### src/rtl/fft_reorder_pkg.sv
package fft_reorder_pkg;

    localparam int DEF_DATA_W = 16;
    localparam int DEF_LOG2_N = 5;
    localparam int NUM_BANKS  = 2;

    typedef enum logic {
        BANK_0 = 1'b0,
        BANK_1 = 1'b1
    } bank_e;

    function automatic bank_e other_bank(bank_e b);
        return (b == BANK_0) ? BANK_1 : BANK_0;
    endfunction

endpackage

### src/rtl/fft_reorder_wr.sv
module fft_reorder_wr
    import fft_reorder_pkg::*;
#(
    parameter int LOG2_N = DEF_LOG2_N
) (
    input  logic              clk,
    input  logic              rst,
    input  logic              in_en,
    output logic [LOG2_N-1:0] cnt,
    output logic [LOG2_N-1:0] waddr,
    output bank_e             wbank,
    output logic              frame_done
);
    localparam logic [LOG2_N-1:0] LAST_IDX = {LOG2_N{1'b1}};

    // bit-reversed write address, one wire per bit
    for (genvar b = 0; b < LOG2_N; b++) begin : g_rev
        assign waddr[b] = cnt[LOG2_N-1-b];
    end

    assign frame_done = in_en && (cnt == LAST_IDX);

    always_ff @(posedge clk) begin
        if (rst) begin
            cnt   <= '0;
            wbank <= BANK_0;
        end else if (in_en) begin
            cnt <= cnt + 1'b1;
            if (frame_done) begin
                wbank <= other_bank(wbank);
            end
        end
    end
endmodule

### src/rtl/fft_reorder_mem.sv
module fft_reorder_mem
    import fft_reorder_pkg::*;
#(
    parameter int DATA_W = DEF_DATA_W,
    parameter int LOG2_N = DEF_LOG2_N
) (
    input  logic                clk,
    input  logic                we,
    input  bank_e               wbank,
    input  logic [LOG2_N-1:0]   waddr,
    input  logic [2*DATA_W-1:0] wdata,
    input  bank_e               rbank,
    input  logic [LOG2_N-1:0]   raddr,
    output logic [2*DATA_W-1:0] rdata
);
    localparam int DEPTH = 1 << LOG2_N;

    logic [2*DATA_W-1:0] bank_rd [NUM_BANKS];

    for (genvar g = 0; g < NUM_BANKS; g++) begin : g_bank
        logic [2*DATA_W-1:0] store [DEPTH];

        always_ff @(posedge clk) begin
            if (we && (wbank == bank_e'(g))) begin
                store[waddr] <= wdata;
            end
        end

        assign bank_rd[g] = store[raddr];
    end

    assign rdata = (rbank == BANK_1) ? bank_rd[1] : bank_rd[0];
endmodule

### src/rtl/fft_reorder_rd.sv
module fft_reorder_rd
    import fft_reorder_pkg::*;
#(
    parameter int LOG2_N = DEF_LOG2_N
) (
    input  logic              clk,
    input  logic              rst,
    input  logic              frame_done,
    output logic              rd_go,
    output logic [LOG2_N-1:0] raddr,
    output bank_e             rbank,
    output logic [1:0]        avail
);
    localparam logic [LOG2_N-1:0] LAST_IDX = {LOG2_N{1'b1}};

    logic rd_last;

    assign rd_go   = (avail != 2'd0);
    assign rd_last = rd_go && (raddr == LAST_IDX);

    always_ff @(posedge clk) begin
        if (rst) begin
            avail <= 2'd0;
            raddr <= '0;
            rbank <= BANK_0;
        end else begin
            avail <= avail + {1'b0, frame_done} - {1'b0, rd_last};
            if (rd_go) begin
                raddr <= raddr + 1'b1;
            end
            if (rd_last) begin
                rbank <= other_bank(rbank);
            end
        end
    end
endmodule

### src/rtl/fft_bitrev_reorder.sv
module fft_bitrev_reorder
    import fft_reorder_pkg::*;
#(
    parameter int DATA_W = DEF_DATA_W,
    parameter int LOG2_N = DEF_LOG2_N
) (
    input  logic              clk,
    input  logic              rst,
    input  logic              in_en,
    input  logic [DATA_W-1:0] in_re,
    input  logic [DATA_W-1:0] in_im,
    output logic              out_en,
    output logic [DATA_W-1:0] out_re,
    output logic [DATA_W-1:0] out_im
);
    logic [LOG2_N-1:0]   wr_cnt;
    logic [LOG2_N-1:0]   wr_addr;
    bank_e               wr_bank;
    logic                wr_frame_done;
    logic                rd_go;
    logic [LOG2_N-1:0]   rd_addr;
    bank_e               rd_bank;
    logic [1:0]          rd_avail;
    logic [2*DATA_W-1:0] rd_word;

    fft_reorder_wr #(.LOG2_N(LOG2_N)) u_wr (
        .clk        (clk),
        .rst        (rst),
        .in_en      (in_en),
        .cnt        (wr_cnt),
        .waddr      (wr_addr),
        .wbank      (wr_bank),
        .frame_done (wr_frame_done)
    );

    fft_reorder_mem #(.DATA_W(DATA_W), .LOG2_N(LOG2_N)) u_mem (
        .clk   (clk),
        .we    (in_en),
        .wbank (wr_bank),
        .waddr (wr_addr),
        .wdata ({in_re, in_im}),
        .rbank (rd_bank),
        .raddr (rd_addr),
        .rdata (rd_word)
    );

    fft_reorder_rd #(.LOG2_N(LOG2_N)) u_rd (
        .clk        (clk),
        .rst        (rst),
        .frame_done (wr_frame_done),
        .rd_go      (rd_go),
        .raddr      (rd_addr),
        .rbank      (rd_bank),
        .avail      (rd_avail)
    );

    always_ff @(posedge clk) begin
        if (rst) begin
            out_en <= 1'b0;
            out_re <= '0;
            out_im <= '0;
        end else begin
            out_en <= rd_go;
            out_re <= rd_go ? rd_word[2*DATA_W-1:DATA_W] : '0;
            out_im <= rd_go ? rd_word[DATA_W-1:0]        : '0;
        end
    end
endmodule

### config.mk
export PLATFORM = sky130hd
export DESIGN_NAME = fft_bitrev_reorder
export DESIGN_NICKNAME = d
export VERILOG_FILES = /design/src/rtl/fft_reorder_pkg.sv /design/src/rtl/fft_reorder_wr.sv /design/src/rtl/fft_reorder_mem.sv /design/src/rtl/fft_reorder_rd.sv /design/src/rtl/fft_bitrev_reorder.sv
export SDC_FILE = /design/constraint.sdc
export NUM_CORES = 2
export LEC_CHECK = 0
export BUFFER_PORTS_ARGS = -buffer_cell sky130_fd_sc_hd__clkbuf_2
export CAP_MARGIN = 20
export CORE_MARGIN = 1
export CORE_UTILIZATION = 60
export CTS_BUF_LIST = sky130_fd_sc_hd__clkbuf_8 sky130_fd_sc_hd__clkbuf_16
export CTS_CLUSTER_DIAMETER = 30
export DETAILED_ROUTE_END_ITERATION = 8
export PLACE_DENSITY = 0.8
export SLEW_MARGIN = 20
export SYNTH_ARGS = -nofsm -noshare
export SYNTH_HDL_FRONTEND = slang
export SYNTH_SLANG_ARGS = --single-unit
### constraint.sdc
create_clock -name clk -period 3.8 [get_ports clk]
set_input_delay 0.38 -clock clk [delete_from_list [all_inputs] [get_ports clk]]
set_output_delay 0.38 -clock clk [all_outputs]
set_load 0.02 [all_outputs]
# Yosys cells after proc, flatten, opt, wreduce, memory -nomap -nowiden
# Memory sizes are Yosys's and may differ from the RTL's. A register that Yosys moved wholly into a read port is not among the register bits.
# Index checks and enable logic that the tools add are counted.
[totals]
ram_bits = 2048
out_inout_bits = 33
word_cells = 36
in_bits = 35
regBits = 47
mem_count = 2
[classes]
n_eq_ne = 2
n_bitwise = 2
mux = 11
reduce_logical = 7
n_addsub = 4
[memory_table]
columns = ["memory", "words", "word_bits", "read_ports", "rd_ports_with_merged_regs", "wr", "line", "rtl"]
rows = [
  ["u_mem.g_bank[0].store", 32, 32, 1, 1, 1, "fft_reorder_mem.sv:21", "logic [2*DATA_W-1:0] store [DEPTH];"],
  ["u_mem.g_bank[1].store", 32, 32, 1, 1, 1, "fft_reorder_mem.sv:21", ""],
]
[ops]
columns = ["cell", "n"]
rows = [
  ["$mux W32", 1],
  ["$mux W5", 4],
  ["$add A5 B1 Y5 const B", 2],
  ["$eq A5 B5 Y1 const B", 2],
  ["$mux W1", 6],
  ["$logic_and A1 B1 Y1", 4],
  ["$add A2 B1 Y2", 1],
  ["$not A1 Y1", 2],
  ["$reduce_and A2 Y1", 1],
  ["$reduce_bool A2 Y1", 1],
  ["$reduce_or A2 Y1", 1],
  ["$sub A2 B1 Y2", 1],
]

# Longest topological paths before layout
[depth]
depth_word = 4
ltp_mapped = 10
mapped_depth_nobuf = 10

# Hierarchy
# Synthesis repeated with hierarchy kept, for this count alone.
[hier_totals]
hier_cells = 3633
hier_area_um2 = 80452.2
[by_module_without_submodules]
columns = ["mod", "cells_each", "area_each_um2", "seq_area_each_um2", "instances"]
rows = [
  ["fft_reorder_mem", 3487, 78766.8, 61499.0, 1],
  ["fft_bitrev_reorder", 72, 977.2, 660.6, 1],
  ["fft_reorder_rd", 42, 369.1, 160.2, 1],
  ["fft_reorder_wr", 32, 339.1, 120.1, 1],
]

# Least setup slack after synthesis
# OpenSTA, ideal clock, no wires.
[synth_timing]
kind = "input to register"
start = "input port in_en"
end = "memory u_mem.g_bank[0].store[15][0] in the netlist's numbering (enable)"
required_time_ps = 3379
setup_time_ps = 421
t_arrival_ps = 2385
path_slack_ps = 994
path_buffers = 1
path_stages = 3
cell_sequence = "clkbuf_1 nand3_1 nor2_1"
[synth_via]
elab_chain_cells = 3
[synth_rtl]
columns = ["item", "line", "rtl"]
rows = [
  ["start: declaration", "fft_bitrev_reorder.sv:9", "input logic in_en,"],
  ["$logic_and A1 B1 Y1", "fft_reorder_mem.sv:24", "if (we && (wbank == bank_e'(g))) begin"],
  ["$mux W1", "fft_reorder_mem.sv:24", ""],
  ["$mux W1 (implied by the code)", "fft_reorder_mem.sv:25", "store[waddr] <= wdata;"],
  ["end: declaration", "fft_reorder_mem.sv:21", ""],
]
# Every way passes these cells.

==> impl_metrics.toml <==
[run_status]
status = "completed"

[cts]
clk_latency_ns = 0.93
cts-root-buf = "clkbuf_16"
clk_pin_slew_ns = 0.07
cts_setup_buffers = 0
cts_buffers = 355
clockBufferDepth = 4
htreeDepth = 5
cts.sinks = 2100
cts_tree = "built"

[timing]
rsz0062_at_grt = "false"
final-setup-viol-count = 0
worst_pin_slew_ns = 1.198
hold_violations = 0
setup_tns_ns = 0
finalCritPeriodShare_pct = 92.33
skew_ns = 0.06770
max_slew_margin_pct = 20.11
max_freq_mhz = 285.0
period_minus_slack_ns = 3.508
slew_viol_final = 0

[setup_path]
reg2regPathDepth = 6
timing.rr.end = "out_im[0]$_SDFF_PP0_"
cp.required_ns = 4.53
arrival_ns = 4.23
r2r_slack_ns = 0.29
cp_max_fo = 45
cp-start-kind = "flip-flop"
critPathCaptureType = "flip-flop"
path_class = "reg -> reg"

[power_and_ir_drop]
p_leak_nw = 30.03
ir_worst_vdd_mv = 0.3622
power.density_nw_per_um2 = 608.6

[cells_and_area]
area.growth.synth_to_final_pct = 19.79
final_nets = 3954
finalInstanceArea_um2 = 95600
drive_gt1_share_pct = 35.52
final_util_pct = 72.54

[detailed_routing]
ant_nets = 0
routed_wl_um = 247500
post_drt_wl_per_cell_um = 41.59
via_per_inst = 7.470
firstDrtPassIters = 7
vias = 44460
drt_iter0_markers = 7792
drc = 0

[synth]
yosys.area.top_type_share_pct = 77.06
postSynthCellCount = 3470
synthArstFlopShare_pct = 0
mappedNetlistArea_um2 = 79810
syn_nets = 3516
synth_edf_count = 2048
synthTopCellsByCount = "edfxtp_1 (2048), mux4_2 (561), nand2_1 (157), nor2_1 (108), buf_2 (65)"
syn_area_per_cell_um2 = 23.00
ys_types = 43
synth.yosys.seq_area_share_pct = 78.36
yosysMostFrequentCell = "edfxtp_1"
ys.flop_type = "edfxtp_1"
yosys_warnings = 0
yosys-top-cells-area = "edfxtp_1 (77%), mux4_2 (16%), dfxtp_1 (1.3%)"
post-synth-top-area-cell = "edfxtp_1"
ys_ff_latch = 2100

[worst_hold_path]
min_to = "u_mem.g_bank[1].store[17][30]$_DFFE_PP_"
hold_path.class = "in -> reg"
holdPathStages = 1
min-delay-start = "in_re[14]"

[floorplan]
start_util_pct = 60.55
coreArea_um2 = 131800
dieHeight_um = 366.7
die_w_um = 366.7
die_area_um2 = 134500
num_rows = 133
io_pins = 68

[grt]
grtUsageTotal_pct = 37.13
grt_remaining_overflow = 0
grt_pass1_wl_um = 343700
grt_pass1_vias = 45880
antenna_found_initial = 16
grt_max_degree = 65

[place]
gp_congestion = 0.8110
port_buffers = 67
dp_hpwl_um = 112900
post_dp_cell_area_um2 = 83730

[flow_run]
max_cap_violations = 0
## cells in the final DEF, fill, tap and decap left out, types with 34 or more instances in the layout
cell	Yosys	layout
mux4_2	561	561
buf_4	41	159
clkinvlp_4	0	57
mux2i_1	58	58
nor2_1	108	44
inv_1	10	39
dfxtp_1	52	47
inv_6	0	43
nand2_1	157	157
buf_12	0	35
bufinv_16	0	34
clkbuf_16	0	360
clkbuf_2	0	47
clkinv_4	0	49
nand3_1	38	38
edfxtp_1	2048	2048
nor2_4	0	64
## timing repair
action                                 in CTS  in global routing
hold buffers                                3                  0
endpoints found under the hold margin      19                  0
resized for setup                           0                  0
## cells by family (layout without fill, tap and decap cells)
| family | after synthesis | count (layout) | synth area share (%) |
|---|---|---|---|
| flip-flops | 2100 | 2100 | 78.36 |
| multiplexers | 637 | 637 | 16.81 |
| AND/OR/NAND/NOR | 367 | 367 | 1.969 |
| buffers and inverters | 185 | 907 | 1.231 |
| AO/OA/AOI/OAI | 161 | 161 | 1.351 |
| adder cells (fa/ha/maj) | 11 | 11 | 0.1725 |
| XOR/XNOR | 9 | 9 | 0.09876 |
| other | 0 | 5 | 0 |
## stage by stage
stage	worst slack, ns	hold slack (ns)	instances	total power [mW]
3_5_place_dp	0.4166	0.4758	5303	26.64
6_report	0.2916	0.0003145	5952	58.18
4_1_cts	0.3303	0.05795	5947	58.18
5_1_grt	0.2668	0.002900	5948	59.15
3_3_place_gp	0.4379	0.4535	5302	26.60
2_1_floorplan	0.9943	0.4428	3470	26.16
## how the worst max path moves through the flow
| stage | slack (ns) | depth (start not counted) | end | from |
|---|---|---|---|---|
| 6_report | 0.29 | 6 | out_im[0]$_SDFF_PP0_ | flip-flop |
| 5_1_grt | 0.27 | 8 | out_im[12]$_SDFF_PP0_ | flip-flop |
| 4_1_cts | 0.33 | 6 | out_re[7]$_SDFF_PP0_ | flip-flop |
| 3_5_place_dp | 0.42 | 6 | out_re[7]$_SDFF_PP0_ | flip-flop |
| 3_3_place_gp | 0.44 | 6 | out_re[7]$_SDFF_PP0_ | flip-flop |
| 2_1_floorplan | 0.99 | 3 | u_mem.g_bank[0].store[15][0]$_DFFE_PP_ | in_en |
## critical path: stages, from the launching register on
cell and delay [ns]:
dfxtp_4 0.42, buf_12 0.33, buf_4 0.49, mux4_2 0.60
mux4_2 0.57, a22oi_1 0.59, o21ai_1 0.24
## flip-flops by register name, summed over array words and instances, names as in the netlist, named ones only
signal and flops:
u_rd.rbank 1, out_en 1, out_im 16, u_rd.raddr 5, u_wr.wbank 1, u_wr.cnt 5
u_rd.avail 2, out_re 16, u_mem.g_bank.store 2048
## final cells by class
| type | instances | area [um2] |
|---|---|---|
| Tap cell | 1755 | 2196 |
| Inverter | 10 | 40.04 |
| Clock inverter | 276 | 2728 |
| Sequential cell | 2100 | 62560 |
| Timing Repair Buffer | 256 | 2222 |
| Antenna cell | 5 | 12.51 |
| Multi-Input combinational cell | 1185 | 16760 |
| Clock buffer | 365 | 9077 |
| Fill cell | 6524 | 36200 |
## per-layer routing
layer / up-vias / GRT usage (%) / part of all wire (%)
met2: 4895 / 58.86 / 48
met3: 1181 / 9.754 / 13
li1: 15720 / - / -
met4: 18 / 23.84 / 7.5
met1: 22650 / 45.84 / 31
met5: - / 0 / 0.065
## power breakdown
| group | internal, mW | total, mW | leakage (nW) | switching [mW] |
|---|---|---|---|---|
| clock network | 19.9 | 31.9 | 5.73 | 12.1 |
| logic | 0.138 | 0.693 | 5.45 | 0.555 |
| registers | 25.5 | 25.5 | 18.8 | 0.0360 |
Power figures use the tool's default switching activity.
